**src/rtl/divtap_pkg.sv**
```systemverilog
package divtap_pkg;

  localparam int NUM_TAPS  = 4;
  localparam int SEL_W     = $clog2(NUM_TAPS);
  localparam int NUM_PORTS = 2;

  typedef logic [SEL_W-1:0] tapSel_t;

  // Strobes from control to datapath
  typedef struct packed {
    logic countEn;   // advance the divider this edge
    logic clear;     // zero the divider and the port registers
  } divStrobe_t;

endpackage

```
**src/rtl/divtap_ctrl.sv**
```systemverilog
module divtap_ctrl
  import divtap_pkg::*;
(
  input  logic       clk,
  input  logic       rst_n,
  input  logic       enable,
  output divStrobe_t stb,
  output logic       primeOut
);

  always_comb begin
    stb.countEn = enable;
    stb.clear   = ~enable;
  end

  always_ff @(posedge clk or negedge rst_n) begin
    if (!rst_n) primeOut <= 1'b0;
    else        primeOut <= enable;
  end

  // an idle enable drops the primary marker at the next edge
  assert_prime_idle_R9: assert property (@(posedge clk) disable iff (!rst_n)
    !enable |=> !primeOut);

endmodule

```
**src/rtl/divtap_datapath.sv**
```systemverilog
module divtap_datapath
  import divtap_pkg::*;
#(
  parameter int TAP_EXP0 = 4,
  parameter int TAP_EXP1 = 9,
  parameter int TAP_EXP2 = 14,
  parameter int TAP_EXP3 = 19
) (
  input  logic                          clk,
  input  logic                          rst_n,
  input  divStrobe_t                    stb,
  input  tapSel_t [NUM_PORTS-1:0]       portSel,
  output logic    [NUM_PORTS-1:0]       tapOut
);

  localparam int CNT_W = TAP_EXP3;

  function automatic int tapBit(input int idx);
    case (idx)
      0:       return TAP_EXP0 - 1;
      1:       return TAP_EXP1 - 1;
      2:       return TAP_EXP2 - 1;
      default: return TAP_EXP3 - 1;
    endcase
  endfunction

  logic [CNT_W-1:0]    divCnt;
  logic [NUM_TAPS-1:0] tapVec;

  always_ff @(posedge clk or negedge rst_n) begin
    if (!rst_n)           divCnt <= '0;
    else if (stb.clear)   divCnt <= '0;
    else if (stb.countEn) divCnt <= divCnt + 1'b1;
  end

  for (genvar t = 0; t < NUM_TAPS; t++) begin : gTap
    assign tapVec[t] = divCnt[tapBit(t)];
  end

  for (genvar p = 0; p < NUM_PORTS; p++) begin : gPort
    always_ff @(posedge clk or negedge rst_n) begin
      if (!rst_n)         tapOut[p] <= 1'b0;
      else if (stb.clear) tapOut[p] <= 1'b0;
      else                tapOut[p] <= tapVec[portSel[p]];
    end
  end

  // disable clears the divider and silences the ports
  assert_clear_R8: assert property (@(posedge clk) disable iff (!rst_n)
    stb.clear |=> (divCnt == '0 && tapOut == '0));

  // the divider advances by one on every enabled edge
  assert_count_R2: assert property (@(posedge clk) disable iff (!rst_n)
    (stb.countEn && !stb.clear) |=> divCnt == $past(divCnt) + 1'b1);

  // equal selections give equal port waveforms
  assert_same_R6: assert property (@(posedge clk) disable iff (!rst_n)
    (portSel[0] == portSel[1]) |=> tapOut[0] == tapOut[1]);

endmodule

```
**src/rtl/divtap_top.sv**
```systemverilog
module divtap_top
  import divtap_pkg::*;
#(
  parameter int TAP_EXP0 = 4,
  parameter int TAP_EXP1 = 9,
  parameter int TAP_EXP2 = 14,
  parameter int TAP_EXP3 = 19
) (
  input  logic       clk,
  input  logic       rst_n,
  input  logic       enable,
  input  logic [1:0] selA,
  input  logic [1:0] selB,
  output logic       primeOut,
  output logic       tapOutA,
  output logic       tapOutB
);

  divStrobe_t                  stb;
  tapSel_t [NUM_PORTS-1:0]     portSel;
  logic    [NUM_PORTS-1:0]     tapOut;

  assign portSel[0] = selA;
  assign portSel[1] = selB;
  assign tapOutA    = tapOut[0];
  assign tapOutB    = tapOut[1];

  divtap_ctrl u_ctrl (
    .clk      (clk),
    .rst_n    (rst_n),
    .enable   (enable),
    .stb      (stb),
    .primeOut (primeOut)
  );

  divtap_datapath #(
    .TAP_EXP0 (TAP_EXP0),
    .TAP_EXP1 (TAP_EXP1),
    .TAP_EXP2 (TAP_EXP2),
    .TAP_EXP3 (TAP_EXP3)
  ) u_dp (
    .clk     (clk),
    .rst_n   (rst_n),
    .stb     (stb),
    .portSel (portSel),
    .tapOut  (tapOut)
  );

endmodule

```
**config.mk**
```make
export PLATFORM = sky130hd
export DESIGN_NAME = divtap_top
export DESIGN_NICKNAME = d
export VERILOG_FILES = /design/src/rtl/divtap_pkg.sv /design/src/rtl/divtap_ctrl.sv /design/src/rtl/divtap_datapath.sv /design/src/rtl/divtap_top.sv
export SDC_FILE = /design/constraint.sdc
export NUM_CORES = 1
export LEC_CHECK = 0
export ABC_AREA = 1
export BUFFER_PORTS_ARGS = -buffer_cell sky130_fd_sc_hd__buf_2
export CAP_MARGIN = 0
export CORE_MARGIN = 4
export CORE_UTILIZATION = 57
export CTS_CLUSTER_SIZE = 8
export DETAILED_ROUTE_END_ITERATION = 12
export PLACE_DENSITY = 0.77
export SETUP_SLACK_MARGIN = 0.3
export SKIP_LAST_GASP = 1
export SYNTH_ARGS = -nofsm -noshare
export SYNTH_HDL_FRONTEND = slang
export SYNTH_SLANG_ARGS = --single-unit
```
**constraint.sdc**
```tcl
create_clock -name clk -period 1.4 [get_ports clk]
set_input_delay 0.28 -clock clk [delete_from_list [all_inputs] [get_ports clk]]
set_output_delay 0.28 -clock clk [all_outputs]
set_load 0.005 [all_outputs]
```
## Word level (Yosys, flattened, before mapping)

Cells that the tools add are included.

- Flip-flop bits (word level): 22
- Latch bits: 0
- Memory bits (writable): 0
- ROM bits: 0
- Input bits: 7
- Word-level logic and storage cells: 14
- Memories kept: 0

- Add/subtract/negate cells: 1
- $mul: 0
- Div/mod/pow operators: 0
- Order comparisons: 2
- Equal/unequal tests: 0
- Shift-type cells: 0
- Multiplexer cells: 7
- Bitwise gates (word level): 0
- Reduce and logical (&&, ||, !) cells: 0

Operator list:

| cell | count |
|---|---|
| 19-bit by 1-bit adder with 19-bit output, second input constant | 1 |
| 19-bit two-way mux | 1 |
| 2-bit by 3-bit less-than comparator with 1-bit output, second input constant | 2 |
| 1-bit binary-select mux with 2-bit select | 2 |
| 1-bit two-way mux | 4 |

## Logic depth before layout (Yosys ltp)

Gate-level depths: netlist of the first run.

- Word-level depth: 3
- Depth in mapped cells: 8
- Gate-level depth less buffers: 8

## By module

Synthesis of the first run repeated with hierarchy kept, for this count alone.

- Cell total of the unflattened synthesis: 175
- Area total of the unflattened synthesis: 1238.7 sq um

Modules (own cells, without submodules):

| module | times used | cells each | area each (sq um) | sequential area each (sq um) |
|---|---|---|---|---|
| divtap_datapath | 1 | 172 | 1202.4 | 525.5 |
| divtap_ctrl | 1 | 3 | 36.3 | 25.0 |

## Worst setup path before layout of the first run

Ideal clock, no wire load.

- Kind: flip-flop to flip-flop
- Start point: register u_dp.divCnt[0]
- End point: register u_dp.divCnt[18]
- Arrival: 1111 ps
- Required time: 1281 ps
- Slack: 170 ps
- Cell stages (with the launch flop): 9
- Period minus slack after synthesis: 1230 ps
- Cells stage by stage: dfrtp_1 ha_1 nand2_1 nor2_4 nand2_4 nor2_4 nand3_1 nand2_1 nor2_1

- Word-level cells in the longest chain between the ends: 2

Ends and longest elaborated chain:

| what | line | RTL |
|---|---|---|
| from (decl) | divtap_datapath.sv:27 | `logic [CNT_W-1:0] divCnt;` |
| from (signal assigned) | divtap_datapath.sv:33 | `else if (stb.countEn) divCnt <= divCnt + 1'b1;` |
| 19-bit by 1-bit adder with 19-bit output | divtap_datapath.sv:33 |  |
| 19-bit two-way mux | divtap_datapath.sv:32 | `else if (stb.clear) divCnt <= '0;` |

Every way passes these cells.

## Worst setup path after layout of the first run

Ends and elaborated chain as after synthesis.

==> impl_metrics.env, run 1 <==
export IMPL_rows=16
export IMPL_synth_avg_cell_area_um2=7.87
export IMPL_synth_cells=149
export IMPL_overflow=0
export IMPL_insertedDiodeCount=0
export IMPL_whs_ns=0.205
export IMPL_layout_common_cells="nand2_1 (28), nor2_1 (23), dfrtp_1 (20)"
export IMPL_pre_cts_slack_ns=0.0593
export IMPL_worst_slew_pin_slew_ns=0.474
export IMPL_syn_area_um2=1170
export IMPL_place_inst=183
export IMPL_min_period_ns=1.31
export IMPL_clock_sinks=22
export IMPL_seq_area_frac_synth=0.470
export IMPL_slew_violations=0
export IMPL_run_status="complete, no violations"
export IMPL_portBuffers=9
export IMPL_layout_setup_ws_ns=0.0859
export IMPL_crit_chain="ha_4, nand2_4, nor2_4, nand2_4, nor2_4, nand3_2, nand2_2, nor2_1"
export IMPL_syn_nets=157
export IMPL_drt_total_wl_um=2590
export IMPL_path_class="reg -> reg"
export IMPL_cts_tree="yes"
export IMPL_ys_seq_elements=22
export IMPL_crit_buf_inv=0
export IMPL_clk_pin_slew_worst_paths_ns=0.12
export IMPL_worstPathRequired_ns=1.60
export IMPL_ir_drop_v=0.000533
export IMPL_detail_route_wl_per_cell_um=13.0
export IMPL_die_x_um=53.4
export IMPL_layout_commonest_cell="nand2_1"
export IMPL_numCtsBuffers=3
export IMPL_routed_via_density=5.30
export IMPL_post_route_period_util=0.939
export IMPL_p_leak_nw=0.653
export IMPL_endpoint_kind="flop"
export IMPL_grt_pass1_wl_um=4400
export IMPL_grt_use_total=0.213
export IMPL_grt_pass1_vias=985
export IMPL_fmax_mhz=761
export IMPL_cts_root_buf="clkbuf_4"
export IMPL_yosys_warnings=0
export IMPL_grt_max_degree=23
export IMPL_arrival_ns=1.52
export IMPL_maxCapViolCount=0
export IMPL_p_per_area_nw_per_um2=692
export IMPL_num_vias=1055
export IMPL_hpwl_um=1620
export IMPL_clock_skew_ns=0.00310
export IMPL_dr_pass1_iters=4
export IMPL_cpPeakStageDelay_ns=0.41
export IMPL_cts_path_max_buffers=2
export IMPL_rsz0062_at_grt="true"
export IMPL_yosysUniqueCellTypes=23
export IMPL_hold_path_class="in -> reg"
export IMPL_hold_start="enable"
export IMPL_worstPathMaxFanout=5
export IMPL_area_growth_pct=24.4
export IMPL_fin_nets=182
export IMPL_r2r_start="u_dp.divCnt[0]"
export IMPL_die_area_um2=2850
export IMPL_ant_nets=0
export IMPL_crit_family="simple AND/OR/NAND/NOR gates"
export IMPL_hold_violations=0
export IMPL_drc_errors=0
export IMPL_start_kind="flop"
export IMPL_startpoint="u_dp.divCnt[0]"
export IMPL_setup_violations_final=0
export IMPL_antenna_found_initial=0
export IMPL_place_congestion=0.904
export IMPL_setup_tns_ns=0
export IMPL_layout_drive_gt1_share=0.308
export IMPL_initial_utilization=0.598
export IMPL_clock_latency_ns=0.30
export IMPL_htreeDepth=1
export IMPL_core_area_um2=1960
export IMPL_die_y_um=53.4
export IMPL_boundaryPins=10
export IMPL_relSlewSlack=0.684
export IMPL_crit_slowest_cell="dfrtp_1"
export IMPL_initialDrtViolationCount=39
export IMPL_final_cells=199
-- where the power goes --
part           internal (mW)  switching (mW)  leakage [nW]
Clock                  0.100           0.183        0.0138
Combinational         0.0287          0.0451         0.341
Sequential             0.645         0.00805         0.299
Total                  0.774           0.236         0.653
-- what timing repair did --
item | CTS | global route
pin swaps | 6 | 7
hold buffers | 1 | 0
setup endpoints to repair | 15 | 20
gates resized for setup | 9 | 16
endpoints found under the hold margin | 22 | 0
setup buffers | 10 | 2
cloned | 0 | 0
-- sequential cells by signal, summed over array words and instances (netlist names) --
register / flops
u_ctrl.primeOut: 1
u_dp.divCnt: 19
u_dp.tapOut: 2
-- worst paths after layout --
path / end / cells after the start / slack, ns
setup / recovery: u_dp.divCnt[18] / 8 / 0.09
hold / removal: u_ctrl.primeOut / 1 / 0.21
setup reg to reg: u_dp.divCnt[18] / 8 / 0.09
hold reg to reg: u_dp.divCnt[4] / 1 / 0.54
max in group asynchronous: u_dp.divCnt[5] / 2 / 0.61
min in group asynchronous: u_dp.tapOut[0] / 2 / 0.45
-- cell families (layout without fill, tap and decap cells) --
kind of cell    count (synthesis)  in the layout  share of synthesized area
compound gates                 22             22                      0.100
flops                          22             22                      0.470
buf+inv                        15             38                     0.0491
fa+ha+maj                       1              1                     0.0107
xor+xnor                        4              4                     0.0299
simple gates                   85             85                      0.340
-- worst register-to-register path, cell delays in order, from the launching register on --
cell and delay (ns):
dfrtp_1 0.41, ha_4 0.17, nand2_4 0.06, nor2_4 0.17
nand2_4 0.10, nor2_4 0.12, nand3_2 0.08, nand2_2 0.06
nor2_1 0.04
-- synthesized netlist by cell type --
cell / count / area (um2)
nand2_1: 33 / 124
xor2_1: 4 / 35.0
nand3b_1: 1 / 7.51
dfrtp_1: 22 / 551
nor3_1: 7 / 35.0
a31oi_1: 1 / 6.26
nor2_4: 4 / 45.0
nand3_1: 7 / 35.0
nor2_1: 25 / 93.8
and2_0: 1 / 6.26
clkbuf_1: 1 / 3.75
o21ai_1: 1 / 5.00
nand2_4: 1 / 11.3
o21ai_0: 8 / 40.0
inv_1: 13 / 48.8
nand4_1: 2 / 12.5
o21bai_2: 1 / 11.3
nand3_2: 1 / 10.0
buf_2: 1 / 5.00
nor2_2: 2 / 12.5
ha_1: 1 / 12.5
a21oi_1: 11 / 55.1
nand2_2: 1 / 6.26
-- through the flow --
stage	power (mW)	cell area, um2	util
final	1.01	1460	0.744
after global routing	1.06	1460	0.744
after floorplan	0.688	1180	-
after detailed placement	0.720	1250	0.636
after global placement	0.717	1250	0.636
after CTS	1.01	1390	0.707
-- cell type report --
cell class / count / area, um2
Timing Repair Buffer: 22 / 153
Tap cell: 27 / 33.8
Inverter: 13 / 51.3
Clock buffer: 3 / 22.5
Multi-Input combinational cell: 112 / 646
Fill cell: 149 / 503
Sequential cell: 22 / 553
-- metal layers --
layer | routed length (um) | vias up | GRT usage
met2 | 1230 | 29 | 0.349
met5 | 0 | - | 0
met4 | 19 | 0 | 0.0766
li1 | - | 528 | -
met1 | 1220 | 494 | 0.285
met3 | 118 | 4 | 0.0254
No activity file was read; power rests on OpenSTA's default activity.
==> inputs of run 2 (changes only) <==
- PLACE_DENSITY: 0.77 -> default
- PLACE_DENSITY_LB_ADDON: default -> 0.1
- REMOVE_ABC_BUFFERS: default -> 1
==> impl_metrics.env, run 2 (same netlist as run 1, synthesis figures left out) <==
export IMPL_r2r_setup_slack_ns=-0.07
export IMPL_slew_violations=0
export IMPL_area_growth_pct=27.0
export IMPL_relSlewSlack=0.666
export IMPL_layout_commonest_cell="nand2_1"
export IMPL_crit_family="simple AND/OR/NAND/NOR gates"
export IMPL_p_leak_nw=0.671
export IMPL_cpPeakStageDelay_ns=0.49
export IMPL_worstPathRequired_ns=1.65
export IMPL_setup_violations_final=3
export IMPL_crit_chain="inv_1, nor2_4, nand3_1, nor2_1, nor2_1, nor2_1"
export IMPL_overflow=0
export IMPL_p_per_area_nw_per_um2=727
export IMPL_final_cells=201
export IMPL_whs_ns=0.196
export IMPL_fin_nets=183
export IMPL_largest_reg_flops=19
export IMPL_clk_pin_slew_worst_paths_ns=0.12
export IMPL_hold_path_class="in -> reg"
export IMPL_rsz0062_at_grt="true"
export IMPL_cts_tree="yes"
export IMPL_die_x_um=53.4
export IMPL_arrival_ns=1.73
export IMPL_layout_common_cells="nand2_1 (29), nor2_1 (25), dfrtp_1 (20)"
export IMPL_initial_utilization=0.598
export IMPL_boundaryPins=10
export IMPL_grt_pass1_wl_um=4660
export IMPL_ant_nets=0
export IMPL_violations="negative setup slack"
export IMPL_start_kind="flop"
export IMPL_layout_drive_gt1_share=0.293
export IMPL_num_vias=1185
export IMPL_stdcell_area_um2=1490
export IMPL_pre_cts_slack_ns=0.0136
export IMPL_place_inst=183
export IMPL_fillers=154
export IMPL_clock_latency_ns=0.31
export IMPL_clock_sinks=22
export IMPL_run_status="finished with violations"
export IMPL_dr_pass1_iters=4
export IMPL_initialDrtViolationCount=74
export IMPL_insertedDiodeCount=0
export IMPL_grt_max_degree=23
export IMPL_maxCapViolCount=0
export IMPL_worstPathMaxFanout=6
export IMPL_die_area_um2=2850
export IMPL_crit_slowest_cell="dfrtp_1"
export IMPL_ir_drop_v=0.000566
export IMPL_place_congestion=0.897
export IMPL_crit_buf_inv=1
export IMPL_path_class="reg -> reg"
export IMPL_hpwl_um=1800
export IMPL_portBuffers=9
export IMPL_largest_register="u_dp.divCnt"
export IMPL_min_period_ns=1.47
export IMPL_layout_setup_ws_ns=-0.0734
export IMPL_worst_slew_pin_slew_ns=0.502
export IMPL_grt_pass1_vias=1075
export IMPL_cts_path_max_buffers=2
export IMPL_seqCellArea_um2=553
export IMPL_drt_total_wl_um=3270
export IMPL_rows=16
export IMPL_multi_input_area_um2=641
export IMPL_hold_violations=0
export IMPL_detail_route_wl_per_cell_um=16.3
export IMPL_htreeDepth=1
export IMPL_cpMostUsedCell="nor2_1"
export IMPL_core_area_um2=1960
export IMPL_post_route_period_util=1.05
export IMPL_power_mw=1.08
export IMPL_antenna_found_initial=0
export IMPL_endpoint_kind="flop"
export IMPL_drc_errors=0
export IMPL_die_y_um=53.4
export IMPL_cts_root_buf="clkbuf_4"
export IMPL_reg_largest_list="u_dp.divCnt (19), u_dp.tapOut (2), u_ctrl.primeOut (1)"
export IMPL_numCtsBuffers=3
export IMPL_clock_skew_ns=0.00124
export IMPL_fmax_mhz=679
export IMPL_grt_use_total=0.228
export IMPL_routed_via_density=5.90
export IMPL_postPlaceCellArea_um2=1240
## run 2: changes by cell type in the layout (fill, tap and decap cells not counted), sizes merged
cell	delta
clkbuf	+1
buf	+1
## run 2: cell type report
class / count / share of cell area
Clock buffer: 4 / 0.0244
Inverter: 13 / 0.0361
Multi-Input combinational cell: 112 / 0.430
Sequential cell: 22 / 0.371
Tap cell: 27 / 0.0227
Timing Repair Buffer: 23 / 0.115
## run 2: final timing paths
check | startpoint | end | cells past startpoint
max in group asynchronous | rst_n | u_dp.divCnt[4] | 2
worst min-delay path | enable | u_ctrl.primeOut | 1
worst min register to register | u_dp.divCnt[2] | u_dp.divCnt[2] | 1
min in group asynchronous | rst_n | u_dp.tapOut[0] | 2
worst max-delay path | u_dp.divCnt[3] | u_dp.divCnt[14] | 6
worst max register to register | u_dp.divCnt[3] | u_dp.divCnt[14] | 6
## run 2: metal layers
layer  share of wire  vias up  global-route usage
met3           0.067       29              0.0282
met2            0.48       73               0.392
met1            0.39      553               0.283
met4           0.062        0              0.0979
met5               0        -                   0
li1                -      530                   -
## run 2: what timing repair did
item / 4_1_cts / 5_1_grt
pin swaps: 7 / 8
buffers inserted: 9 / 4
hold buffers: 1 / 0
resized for setup: 13 / 18
endpoints found under the hold margin: 22 / 0
setup endpoints to repair: 17 / 21
## run 2: through the flow
stage                     utilization  TNS (ns)
after global placement          0.633         0
after detailed placement        0.633         0
after CTS                       0.713         0
after global routing            0.759    -0.327
final                           0.759    -0.123
after floorplan                     -         0
## run 2: power breakdown
| group | leakage, nW | switching, mW | total (mW) | internal (mW) |
|---|---|---|---|---|
| Sequential | 0.299 | 0.00930 | 0.655 | 0.645 |
| Combinational | 0.351 | 0.0462 | 0.0715 | 0.0253 |
| Clock | 0.0210 | 0.198 | 0.357 | 0.159 |
| Total | 0.671 | 0.253 | 1.08 | 0.830 |
==> inputs of run 3 (changes only) <==
- CORE_UTILIZATION: 57 -> 58
- SYNTH_HIERARCHICAL: default -> 1
==> impl_metrics.env, run 3 <==
export IMPL_synth_cells=175
export IMPL_layout_commonest_cell="nand2_1"
export IMPL_numCtsBuffers=3
export IMPL_clock_sinks=22
export IMPL_r2r_setup_slack_ns=0.17
export IMPL_drt_total_wl_um=3080
export IMPL_hold_violations=0
export IMPL_rsz0062_at_grt="true"
export IMPL_overflow=0
export IMPL_start_kind="flop"
export IMPL_cts_tree="yes"
export IMPL_seq_area_frac_synth=0.444
export IMPL_slew_violations=0
export IMPL_fin_nets=206
export IMPL_path_class="reg -> reg"
export IMPL_num_vias=1215
export IMPL_r2r_cells=7
export IMPL_die_x_um=54.2
export IMPL_htreeDepth=1
export IMPL_clock_latency_ns=0.30
export IMPL_endpoint="u_dp/divCnt[13]"
export IMPL_worst_slew_pin_slew_ns=0.499
export IMPL_grt_use_total=0.229
export IMPL_clk_pin_slew_worst_paths_ns=0.12
export IMPL_ys_seq_elements=22
export IMPL_cts_path_max_buffers=2
export IMPL_core_area_um2=2000
export IMPL_largest_register="u_dp/divCnt"
export IMPL_die_y_um=54.2
export IMPL_synth_common_cells="nand2_1 (44), nor2_1 (39), dfrtp_1 (22)"
export IMPL_initial_utilization=0.619
export IMPL_boundaryPins=10
export IMPL_area_growth_pct=27.4
export IMPL_grt_max_degree=23
export IMPL_hpwl_um=1980
export IMPL_grt_pass1_vias=1073
export IMPL_yosys_cell_count_top_type="nand2_1"
export IMPL_die_area_um2=2940
export IMPL_worstPathMaxFanout=5
export IMPL_relSlewSlack=0.667
export IMPL_maxCapViolCount=0
export IMPL_crit_slowest_cell="dfrtp_2"
export IMPL_ir_drop_v=0.000546
export IMPL_hold_path_class="in -> reg"
export IMPL_ys_top_cells_by_area="dfrtp_1 (44%), nand2_1 (13%), nor2_1 (12%)"
export IMPL_grt_pass1_wl_um=4840
export IMPL_yosys_warnings=6
export IMPL_rows=16
export IMPL_reg_largest_list="u_dp/divCnt (19), u_dp/tapOut (2), u_ctrl/primeOut (1)"
export IMPL_dr_pass1_iters=4
export IMPL_setup_violations_final=0
export IMPL_startpoint="u_dp/divCnt[3]"
export IMPL_place_congestion=0.897
export IMPL_fillers=132
export IMPL_ys_async_sr_fraction=1.00
export IMPL_worstPathRequired_ns=1.61
export IMPL_reg2reg_to="u_dp/divCnt[13]"
export IMPL_syn_area_um2=1240
export IMPL_layout_drive_gt1_share=0.342
export IMPL_p_per_area_nw_per_um2=663
export IMPL_cts_root_buf="clkbuf_4"
export IMPL_crit_cells=7
export IMPL_crit_chain="nand2_4, nor2_4, nand3_4, nor2_4, nand2_1, nand2_1, nor2_1"
export IMPL_crit_buf_inv=0
export IMPL_arrival_ns=1.44
export IMPL_drc_errors=0
export IMPL_initialDrtViolationCount=49
export IMPL_clock_skew_ns=0.00117
export IMPL_portBuffers=9
export IMPL_setup_tns_ns=0
export IMPL_ant_nets=0
export IMPL_antenna_found_initial=0
export IMPL_fmax_mhz=810
export IMPL_min_period_ns=1.23
export IMPL_detail_route_wl_per_cell_um=13.8
export IMPL_yosysTopAreaCell="dfrtp_1"
export IMPL_crit_family="simple AND/OR/NAND/NOR gates"
export IMPL_synth_edf_count=0
export IMPL_synth_avg_cell_area_um2=7.08
export IMPL_insertedDiodeCount=0
export IMPL_synth_top_area_frac=0.444
export IMPL_post_route_period_util=0.882
export IMPL_largest_reg_flops=19
export IMPL_fin_util=0.788
export IMPL_cpPeakStageDelay_ns=0.44
export IMPL_run_status="complete, no violations"
export IMPL_layout_common_cells="nand2_1 (38), nor2_1 (26), inv_1 (19)"
export IMPL_r2r_start="u_dp/divCnt[3]"
export IMPL_yosysUniqueCellTypes=20
export IMPL_endpoint_kind="flop"
export IMPL_synth_main_ff_cell="dfrtp_1"
export IMPL_p_leak_nw=0.732
export IMPL_routed_via_density=5.45
## run 3: worst min path at each step
stage | endpoint | start | cells past startpoint | slack [ns]
finish | u_dp/tapOut[0] | selA[1] | 4 | 0.26
global route | u_dp/tapOut[0] | selA[1] | 4 | 0.25
CTS | u_dp/tapOut[0] | selA[1] | 4 | 0.25
detailed placement | u_dp/divCnt[0] | rst_n | 1 | 0.27
global placement | u_ctrl/primeOut | rst_n | 1 | 0.27
floorplan | u_ctrl/primeOut | rst_n | 0 | -0.02
## run 3: cell families after synthesis
kind of cell,count (synthesis),share of synthesized area
adder cells (fa/ha/maj),1,0.0101
flip-flops,22,0.444
XOR/XNOR,1,0.00707
buffers and inverters,24,0.0798
AND/OR/NAND/NOR,105,0.358
AO/OA/AOI/OAI,22,0.101
## run 3: tightest hold or removal path: cells and delay by family
| kind | cells | cell delay (ns) |
|---|---|---|
| compound gates | 3 | 0.16 |
| buf+inv | 1 | 0.09 |
## run 3: layer usage
metal | vias to the layer above | share of wire | GRT usage
met5 | - | 0 | 0
met4 | 0 | 0.019 | 0.0871
met1 | 568 | 0.44 | 0.311
met3 | 6 | 0.068 | 0.0245
li1 | 588 | - | -
met2 | 53 | 0.47 | 0.373
## run 3: repair_timing
item	CTS	global route
pin swaps	9	12
hold buffers	1	0
setup buffers	4	4
gates resized for setup	30	23
hold endpoints to repair	22	0
endpoints found under the setup margin	16	20
## run 3: stage by stage
step / instances / cell area (um2) / worst slack (ns) / hold slack [ns] / total power [mW]
after floorplan: 172 / 1220 / 0.214 / -0.0156 / 0.702
after global placement: 211 / 1320 / 0.0407 / 0.269 / 0.745
after detailed placement: 211 / 1320 / 0.0172 / 0.274 / 0.749
after CTS: 219 / 1470 / 0.171 / 0.249 / 1.04
after global routing: 223 / 1580 / 0.0897 / 0.250 / 1.10
final: 223 / 1580 / 0.165 / 0.261 / 1.05
## run 3: power by group
group / switching (mW) / total, mW / internal (mW) / leakage [nW]
sequential: 0.0109 / 0.657 / 0.646 / 0.295
clock: 0.183 / 0.284 / 0.100 / 0.0138
combinational: 0.0640 / 0.105 / 0.0409 / 0.423
## run 3: area by class of cell
type | count | area, um2 | share of cell area
clock buffer | 3 | 22.5 | 0.0143
sequential | 22 | 557 | 0.353
multi-input combinational | 129 | 746 | 0.473
tap | 27 | 33.8 | 0.0214
timing repair buffer | 21 | 138 | 0.0872
inverter | 21 | 81.3 | 0.0515
